<file path="config.mk">
export PLATFORM = sky130hd
export DESIGN_NAME = pageWalker
export DESIGN_NICKNAME = d
export VERILOG_FILES = /design/src/rtl/ptw_pkg.sv /design/src/rtl/ptwDatapath.sv /design/src/rtl/ptwControl.sv /design/src/rtl/pageWalker.sv
export SDC_FILE = /design/constraint.sdc
export NUM_CORES = 1
export LEC_CHECK = 0
export ABC_AREA = 1
export BUFFER_PORTS_ARGS = -buffer_cell sky130_fd_sc_hd__clkbuf_2
export CELL_PAD_IN_SITES_DETAIL_PLACEMENT = 2
export CELL_PAD_IN_SITES_GLOBAL_PLACEMENT = 2
export CORE_MARGIN = 3
export CORE_UTILIZATION = 26
export DETAILED_ROUTE_END_ITERATION = 10
export HOLD_SLACK_MARGIN = 0.05
export PLACE_DENSITY_LB_ADDON = 0.05
export SETUP_SLACK_MARGIN = 0.1
export SYNTH_ARGS = -nofsm -noshare
export SYNTH_HDL_FRONTEND = slang
export SYNTH_HIERARCHICAL = 1
export SYNTH_SLANG_ARGS = --single-unit
</file>
<file path="constraint.sdc">
create_clock -name clk -period 2.35 [get_ports clk]
set_input_delay 0.47 -clock clk [delete_from_list [all_inputs] [get_ports clk]]
set_output_delay 0.47 -clock clk [all_outputs]
set_load 0.005 [all_outputs]
</file>
<file path="src/rtl/ptw_pkg.sv">
package ptw_pkg;
  localparam int ADDR_W  = 32;
  localparam int OFS_W   = 12;
  localparam int IDX_W   = 10;
  localparam int FRAME_W = ADDR_W - OFS_W;

  localparam int BIT_P  = 0;
  localparam int BIT_RW = 1;
  localparam int BIT_US = 2;
  localparam int BIT_A  = 5;
  localparam int BIT_D  = 6;

  typedef enum logic [2:0] {
    ST_IDLE, ST_RD_DIR, ST_UPD_DIR, ST_RD_TBL, ST_UPD_TBL, ST_DONE, ST_FAULT
  } walkState_t;

  typedef struct packed {
    logic captureReq;
    logic loadPde;
    logic loadPte;
    logic setFault;
    logic faultNp;
    logic selTable;
  } ctrlStrobes_t;
endpackage

</file>
<file path="src/rtl/ptwDatapath.sv">
module ptwDatapath
  import ptw_pkg::*;
(
  input  logic                 clk,
  input  logic                 rstN,
  input  ctrlStrobes_t         strobes,
  input  logic [ADDR_W-1:0]    walkLinAddr,
  input  logic                 walkWrite,
  input  logic                 walkUser,
  input  logic [FRAME_W-1:0]   dirFrame,
  input  logic [ADDR_W-1:0]    memRdata,
  output logic [ADDR_W-1:0]    memAddr,
  output logic [ADDR_W-1:0]    memWdata,
  output logic                 rdPresent,
  output logic                 rdAccessed,
  output logic                 protViol,
  output logic                 pteNeedsUpd,
  output logic [FRAME_W-1:0]   refillTag,
  output logic [FRAME_W-1:0]   refillFrame,
  output logic                 refillWritable,
  output logic                 refillUser,
  output logic                 refillDirty,
  output logic [ADDR_W-1:0]    faultAddr,
  output logic                 faultNotPresent
);
  localparam logic [ADDR_W-1:0] ACC_MASK = ADDR_W'(1) << BIT_A;
  localparam logic [ADDR_W-1:0] DRT_MASK = ADDR_W'(1) << BIT_D;

  logic [ADDR_W-1:0]  linReg;
  logic               isWrite;
  logic               isUser;
  logic [FRAME_W-1:0] dirReg;
  logic [ADDR_W-1:0]  pdeReg;
  logic [ADDR_W-1:0]  pteReg;
  logic [ADDR_W-1:0]  faultAddrReg;
  logic               faultNpReg;

  logic [ADDR_W-1:0] pdeAddr, pteAddr, pdeNew, pteNew;

  always_ff @(posedge clk) begin
    if (!rstN) begin
      linReg       <= '0;
      isWrite      <= 1'b0;
      isUser       <= 1'b0;
      dirReg       <= '0;
      pdeReg       <= '0;
      pteReg       <= '0;
      faultAddrReg <= '0;
      faultNpReg   <= 1'b0;
    end else begin
      if (strobes.captureReq) begin
        linReg  <= walkLinAddr;
        isWrite <= walkWrite;
        isUser  <= walkUser;
        dirReg  <= dirFrame;
      end
      if (strobes.loadPde) pdeReg <= memRdata;
      if (strobes.loadPte) pteReg <= memRdata;
      if (strobes.setFault) begin
        faultAddrReg <= linReg;
        faultNpReg   <= strobes.faultNp;
      end
    end
  end

  always_comb begin
    pdeAddr = {dirReg, {OFS_W{1'b0}}}
            + {{(ADDR_W-IDX_W-2){1'b0}}, linReg[ADDR_W-1 -: IDX_W], 2'b00};
    pteAddr = {pdeReg[ADDR_W-1:OFS_W], {OFS_W{1'b0}}}
            + {{(ADDR_W-IDX_W-2){1'b0}}, linReg[OFS_W+IDX_W-1:OFS_W], 2'b00};
    pdeNew  = pdeReg | ACC_MASK;
    pteNew  = pteReg | ACC_MASK | (isWrite ? DRT_MASK : '0);
    memAddr  = strobes.selTable ? pteAddr : pdeAddr;
    memWdata = strobes.selTable ? pteNew  : pdeNew;
  end

  always_comb begin
    rdPresent   = memRdata[BIT_P];
    rdAccessed  = memRdata[BIT_A];
    protViol    = isUser && (!(pdeReg[BIT_US] && memRdata[BIT_US])
                  || (isWrite && !(pdeReg[BIT_RW] && memRdata[BIT_RW])));
    pteNeedsUpd = !memRdata[BIT_A] || (isWrite && !memRdata[BIT_D]);
  end

  assign refillTag       = linReg[ADDR_W-1:OFS_W];
  assign refillFrame     = pteReg[ADDR_W-1:OFS_W];
  assign refillWritable  = pdeReg[BIT_RW] & pteReg[BIT_RW];
  assign refillUser      = pdeReg[BIT_US] & pteReg[BIT_US];
  assign refillDirty     = pteNew[BIT_D];
  assign faultAddr       = faultAddrReg;
  assign faultNotPresent = faultNpReg;

  AST_FAULT_ADDR_KEEP: assert property (@(posedge clk) disable iff (!rstN)
    !strobes.setFault |=> $stable(faultAddrReg));
endmodule

</file>
<file path="src/rtl/ptwControl.sv">
module ptwControl
  import ptw_pkg::*;
(
  input  logic         clk,
  input  logic         rstN,
  input  logic         walkReq,
  input  logic         memAck,
  input  logic         rdPresent,
  input  logic         rdAccessed,
  input  logic         protViol,
  input  logic         pteNeedsUpd,
  output ctrlStrobes_t strobes,
  output logic         memReq,
  output logic         memWe,
  output logic         walkBusy,
  output logic         refillValid,
  output logic         faultValid
);
  walkState_t state, nextState;

  always_ff @(posedge clk) begin
    if (!rstN) state <= ST_IDLE;
    else       state <= nextState;
  end

  always_comb begin
    nextState   = state;
    strobes     = '0;
    memReq      = 1'b0;
    memWe       = 1'b0;
    refillValid = 1'b0;
    faultValid  = 1'b0;
    unique case (state)
      ST_IDLE: if (walkReq) begin
        strobes.captureReq = 1'b1;
        nextState = ST_RD_DIR;
      end
      ST_RD_DIR: begin
        memReq = 1'b1;
        if (memAck) begin
          strobes.loadPde = 1'b1;
          if (!rdPresent) begin
            strobes.setFault = 1'b1;
            strobes.faultNp  = 1'b1;
            nextState = ST_FAULT;
          end else if (!rdAccessed) nextState = ST_UPD_DIR;
          else nextState = ST_RD_TBL;
        end
      end
      ST_UPD_DIR: begin
        memReq = 1'b1;
        memWe  = 1'b1;
        if (memAck) nextState = ST_RD_TBL;
      end
      ST_RD_TBL: begin
        memReq = 1'b1;
        strobes.selTable = 1'b1;
        if (memAck) begin
          strobes.loadPte = 1'b1;
          if (!rdPresent) begin
            strobes.setFault = 1'b1;
            strobes.faultNp  = 1'b1;
            nextState = ST_FAULT;
          end else if (protViol) begin
            strobes.setFault = 1'b1;
            nextState = ST_FAULT;
          end else if (pteNeedsUpd) nextState = ST_UPD_TBL;
          else nextState = ST_DONE;
        end
      end
      ST_UPD_TBL: begin
        memReq = 1'b1;
        memWe  = 1'b1;
        strobes.selTable = 1'b1;
        if (memAck) nextState = ST_DONE;
      end
      ST_DONE: begin
        refillValid = 1'b1;
        nextState = ST_IDLE;
      end
      ST_FAULT: begin
        faultValid = 1'b1;
        nextState = ST_IDLE;
      end
      default: nextState = ST_IDLE;
    endcase
  end

  assign walkBusy = (state != ST_IDLE);

  AST_ONE_OUTCOME: assert property (@(posedge clk) disable iff (!rstN)
    !(refillValid && faultValid));
  AST_IDLE_QUIET: assert property (@(posedge clk) disable iff (!rstN)
    !walkBusy |-> !memReq);
  AST_BUSY_IGNORES_REQ: assert property (@(posedge clk) disable iff (!rstN)
    walkBusy && walkReq |-> !strobes.captureReq);
endmodule

</file>
<file path="src/rtl/pageWalker.sv">
module pageWalker
  import ptw_pkg::*;
(
  input  logic        clk,
  input  logic        rstN,
  input  logic        walkReq,
  input  logic [31:0] walkLinAddr,
  input  logic        walkWrite,
  input  logic        walkUser,
  input  logic [19:0] dirFrame,
  output logic        walkBusy,
  output logic        memReq,
  output logic        memWe,
  output logic [31:0] memAddr,
  output logic [31:0] memWdata,
  input  logic [31:0] memRdata,
  input  logic        memAck,
  output logic        refillValid,
  output logic [19:0] refillTag,
  output logic [19:0] refillFrame,
  output logic        refillWritable,
  output logic        refillUser,
  output logic        refillDirty,
  output logic        faultValid,
  output logic        faultNotPresent,
  output logic [31:0] faultAddr
);
  ctrlStrobes_t strobes;
  logic rdPresent, rdAccessed, protViol, pteNeedsUpd;

  ptwControl uCtrl (
    .clk(clk), .rstN(rstN), .walkReq(walkReq), .memAck(memAck),
    .rdPresent(rdPresent), .rdAccessed(rdAccessed), .protViol(protViol),
    .pteNeedsUpd(pteNeedsUpd), .strobes(strobes), .memReq(memReq),
    .memWe(memWe), .walkBusy(walkBusy), .refillValid(refillValid),
    .faultValid(faultValid)
  );

  ptwDatapath uDp (
    .clk(clk), .rstN(rstN), .strobes(strobes), .walkLinAddr(walkLinAddr),
    .walkWrite(walkWrite), .walkUser(walkUser), .dirFrame(dirFrame),
    .memRdata(memRdata), .memAddr(memAddr), .memWdata(memWdata),
    .rdPresent(rdPresent), .rdAccessed(rdAccessed), .protViol(protViol),
    .pteNeedsUpd(pteNeedsUpd), .refillTag(refillTag), .refillFrame(refillFrame),
    .refillWritable(refillWritable), .refillUser(refillUser),
    .refillDirty(refillDirty), .faultAddr(faultAddr),
    .faultNotPresent(faultNotPresent)
  );

  AST_REQ_HELD: assert property (@(posedge clk) disable iff (!rstN)
    memReq && !memAck |=> memReq && $stable(memAddr) && $stable(memWe)
                          && $stable(memWdata));
  AST_WB_SETS_ACC: assert property (@(posedge clk) disable iff (!rstN)
    memReq && memWe |-> memWdata[BIT_A] && memWdata[BIT_P]);
endmodule

</file>
== After elaboration in Yosys (flattened, before gate mapping) ==
Index checks and enable logic that the tools add are counted.
Storage, ports and cells
  register bits after elaboration: 154
  input bits: 90
  output and inout port bits: 145
  logic and storage cells: 73
Operators by class
  $add $sub $neg: 2
  eq/ne operators: 11
  multiplexer cells: 31
  bitwise logic cells: 3
  reduce and logical (&&, ||, !) cells: 17
Operator list (number)
  adder 32 x 12 -> 32 bit: 2
  2-to-1 mux 32 bit: 2
  OR 32 bit: 1
  2-to-1 mux 3 bit: 8
  2-to-1 mux 1 bit: 15
  case mux 3 bit (5 select lines): 1
  != test 2 bit (second input constant): 5
  == test 3 bit (second input constant): 3
  2-to-1 mux 7 bit: 1
  == test 3 x 2 -> 1 bit (second input constant): 2
  2-to-1 mux 2 bit: 3
  logical AND 1 bit: 5
  AND reduction 5 bit: 1
  logical NOT 1 bit: 4
  case mux 2 bit (2 select lines): 1
  OR reduction 2 bit: 2
  OR reduction 4 bit: 1
  == test 3 x 1 -> 1 bit (second input constant): 1
  logical NOT 3 bit: 1
  nonzero test 3 bit: 1
  bitwise AND 1 bit: 2
  logical OR 1 bit: 2

== Depth between registers and ports, before layout ==
  word-level depth: 9
  depth in mapped cells: 11
  depth with buffers taken out: 10

== Cells and area by module ==
The synthesis kept the hierarchy.
By module, submodules not included
  ptwDatapath: times used 1, cells an instance 881, area an instance 6278.5 sq um, seq. area each 2982.9 sq um
  ptwControl: times used 1, cells an instance 60, area an instance 356.6 sq um, seq. area each 60.1 sq um

== Worst setup path before layout ==
Ideal clock, no wire load.
  path kind: in2reg
  start point: in memRdata[2]
  end point: reg uDp.faultAddrReg[10] (netlist: uDp/faultAddr[10])
  library setup time: 116 ps
  arrival: 1600 ps
  required time: 2234 ps
  setup slack: 634 ps
  stages on the path: 11
  buffers on the path: 1
  path through: nand2_1 inv_1 a21oi_1 nor2_1 nor2_1 a31oi_1 nor2_1 inv_1 buf_2 nor2_1 nor2_1
RTL lines
  start: declaration: RTL line pageWalker.sv:16  | input logic [31:0] memRdata,
  end signal: assignment: RTL line ptwDatapath.sv:60  | faultAddrReg <= linReg;
  end: declaration: RTL line ptwDatapath.sv:35  | logic [ADDR_W-1:0] faultAddrReg;

==> key figures <==
Routing
  • DR pass1 iterations: 4
  • DRC viols: 0
  • Routed met1 length: 11,600 µm
  • DR iter-0 viols: 237
  • DR WL met3: 1230 µm
  • Routed Antenna Nets: 0
  • Vias: 6,560
  • WL/cell: 17.2 µm
  • Met2 Wirelength: 12,100 µm
  • Top routing layer used: met5
  • Vias per Instance: 4.51
  • Routed wire length: 25,000 µm

Clock network
  • TritonCTS buffer count: 17
  • Reg clk slew, reported paths: 0.08 ns
  • Number of hold buffers added after cts: 0
  • Worst-Skew Late Latency: 0.43 ns
  • Number of clock sinks: 152
  • CTS tree: built
  • H-Tree Depth: 4
  • Max Root-Sink Buffers: 2
  • Root buffer cell: clkbuf_16

Global route
  • Grt total ovfl: 0
  • Largest net degree at the start of global routing: 47
  • Antenna violations before repair: 1
  • Vias in the first global route: 7,037
  • GRT Total Usage: 0.178
  • First-pass GRT wire length: 39,600 µm

Worst setup path
  • R2R setup slack: 0.40 ns
  • Required @ worst endpoint: 1.88 ns
  • Crit end category: output port
  • Critical path type: flop to output port
  • Largest stage delay on the critical path: 0.41 ns
  • Worst-path maximum fanout: 19
  • Crit path cell chain: nor2_4 -> nand2_4 -> nand2_8 -> bufbuf_16 -> o21ai_0 -> buf_2
  • Crit-path leading delay family: buffers and inverters
  • CP max stage cell: dfxtp_4
  • Reg2reg end: uDp/faultAddr[0]
  • WP buf/inv: 2
  • R2R Path Start: uCtrl/state[2]
  • R2R cell count: 9
  • Kind of start point of the critical path: flop
  • Critical Path AT: 1.74 ns

Job
  • Maxcap violations: 0

Synth
  • Multiplexer share of the synthesized area: 0
  • Number of flops mapped to enable cells by yosys: 0
  • Synthesis warning total: 6
  • Post-Synth Adder-Cell Area: 0
  • Synth Area in XOR/XNOR: 0
  • Main combinational cell family by area after synthesis: simple AND/OR/NAND/NOR gates
  • Post-synthesis compound-gate area fraction: 0.167
  • Cell Area, Synth: 6640 µm²
  • Synth Flop Type: dfxtp_1
  • Synth Area per Inst: 7.05 µm²
  • Cells after Synth: 941
  • Sequential area share after synthesis: 0.459
  • Netlist cell types: 23
  • Simple-gate share of the synthesized area: 0.236
  • Async set-reset flop share out of synthesis: 0
  • Yosys reg bits: 152

Floorplan
  • FP Rows: 57
  • Num ports: 235
  • Die ar.: 27,500 µm²
  • Starting Density: 0.269
  • Die Ht: 166 µm
  • DIE WIDTH: 166 µm
  • Core area: 24,700 µm²

Place
  • DP HPWL: 17,000 µm
  • Number of port buffers: 231
  • GP Congestion: 0.757
  • DP Area: 7780 µm²

Hold path
  • Worst hold start: walkLinAddr[10]
  • Hold Crit Class: input pin to flop
  • Hold Path Sink: uDp/linReg[10]
  • Hold path cells: 3

STA
  • Final worst-path cycle share: 0.942
  • Clk_skew: 0.0175 ns
  • Slew Viols, Final: 0
  • Setup TNS: 0 ns
  • Hold slack: 0.262 ns
  • RSZ-0062 raised after global routing: yes
  • Fmax achieved: 452 MHz
  • Final Hold Vio Count: 0
  • Worst Max-Slew Pin Slew: 0.517 ns
  • Max-Slew Margin vs Limit: 0.656
  • Final period demand of the worst path: 2.21 ns
  • Final setup fails: 0

Layout
  • Layout Nets: 1,208
  • N_diodes: 0
  • Most frequent cells in the layout: 332 x nor2_1, 228 x clkbuf_2, 155 x o21ai_0
  • P&R area growth vs syn: 29.4%
  • Final instance area: 8590 µm²
  • Multi-input logic area: 2770 µm²
  • FILL cells: 3,009
  • Ratio of cells with drive above 1 in the final layout: 0.281
  • Commonest non-fill, non-tap cell in the layout: nor2_1
  • Reg area: 3050 µm²

Status
  • Status: completed

Power and ir drop
  • Worst vdd ir: 388 µV
  • Cell Pwr Density: 1160 nW/µm²
  • Pleak: 4.21 nW
==> kinds of logic (layout without fill, tap and decap cells) <==
kind of cell | Yosys count | count (layout)
other cells | 2 | 3
simple gates | 403 | 405
buf+inv | 165 | 352
flops | 152 | 152
compound gates | 219 | 219
==> where the power goes <==
part           total [W]  internal (W)  switching [W]
logic            0.00350       0.00140        0.00210
registers        0.00363       0.00319       0.000445
clock network    0.00287       0.00161        0.00126
==> cell type report <==
type | count | share of cell area
sequential | 152 | 0.356
multi-input combinational | 627 | 0.323
timing repair buffer | 260 | 0.178
clock buffer | 17 | 0.0495
tap | 324 | 0.0472
inverter | 60 | 0.0265
clock inverter | 15 | 0.0205
==> cells in the mapped netlist (5+ instances only) <==
cell type / n / area share
dfxtp_1: 152 / 0.46
a21oi_1: 26 / 0.020
nor2_1: 336 / 0.19
nand2_1: 54 / 0.031
buf_4: 56 / 0.063
o21ai_1: 24 / 0.018
clkbuf_2: 10 / 0.0075
o21ai_0: 167 / 0.13
inv_1: 57 / 0.032
buf_6: 5 / 0.0085
buf_2: 21 / 0.016
clkbuf_1: 11 / 0.0062
==> layer usage <==
metal,global-route usage,vias to the layer above
li1,-,3272
met1,0.230,3138
met2,0.301,137
met3,0.0455,11
met4,0.0394,2
met5,0,-
==> worst max path at each step <==
| stage | start | to | slack [ns] | depth (start not counted) |
|---|---|---|---|---|
| finish | uCtrl/state[0] | memWdata[27] | 0.14 | 6 |
| global route | uCtrl/state[2] | memAddr[19] | 0.04 | 7 |
| CTS | uCtrl/state[2] | memAddr[29] | 0.10 | 6 |
| detailed placement | uCtrl/state[1] | memAddr[29] | 0.17 | 6 |
| global placement | uCtrl/state[1] | memAddr[29] | 0.23 | 6 |
| floorplan | memRdata[2] | uDp/faultAddr[10] | 0.63 | 11 |
==> sequential cells by signal, indices dropped and copies added, names as in the netlist <==
name                 cells
uDp/faultNotPresent      1
uDp/isWrite              1
uCtrl/state              3
uDp/isUser               1
uDp/linReg              32
uDp/dirReg              20
uDp/faultAddr           32
uDp/pteReg              31
uDp/pdeReg              31
==> repair_timing <==
action,CTS,global route
setup buffers,7,0
cloned,2,2
setup endpoints to repair,62,57
pin swaps,2,1
gates resized for setup,16,17
==> worst min-delay path, stage by stage <==
cell	delay (ns)
clkbuf_2	0.07
nor2_1	0.04
nor2_1	0.08
==> per-stage QoR <==
stage          utilization  cells  power [W]  worst slack, ns
2_1_floorplan            -    942    0.00559            0.634
3_3_place_gp         0.315   1412    0.00688            0.226
3_5_place_dp         0.315   1412    0.00695            0.173
4_1_cts              0.345   1453     0.0101            0.101
5_1_grt              0.348   1455     0.0108           0.0426
6_report             0.348   1455     0.0100            0.137
(Power assumes the default switching activity.)
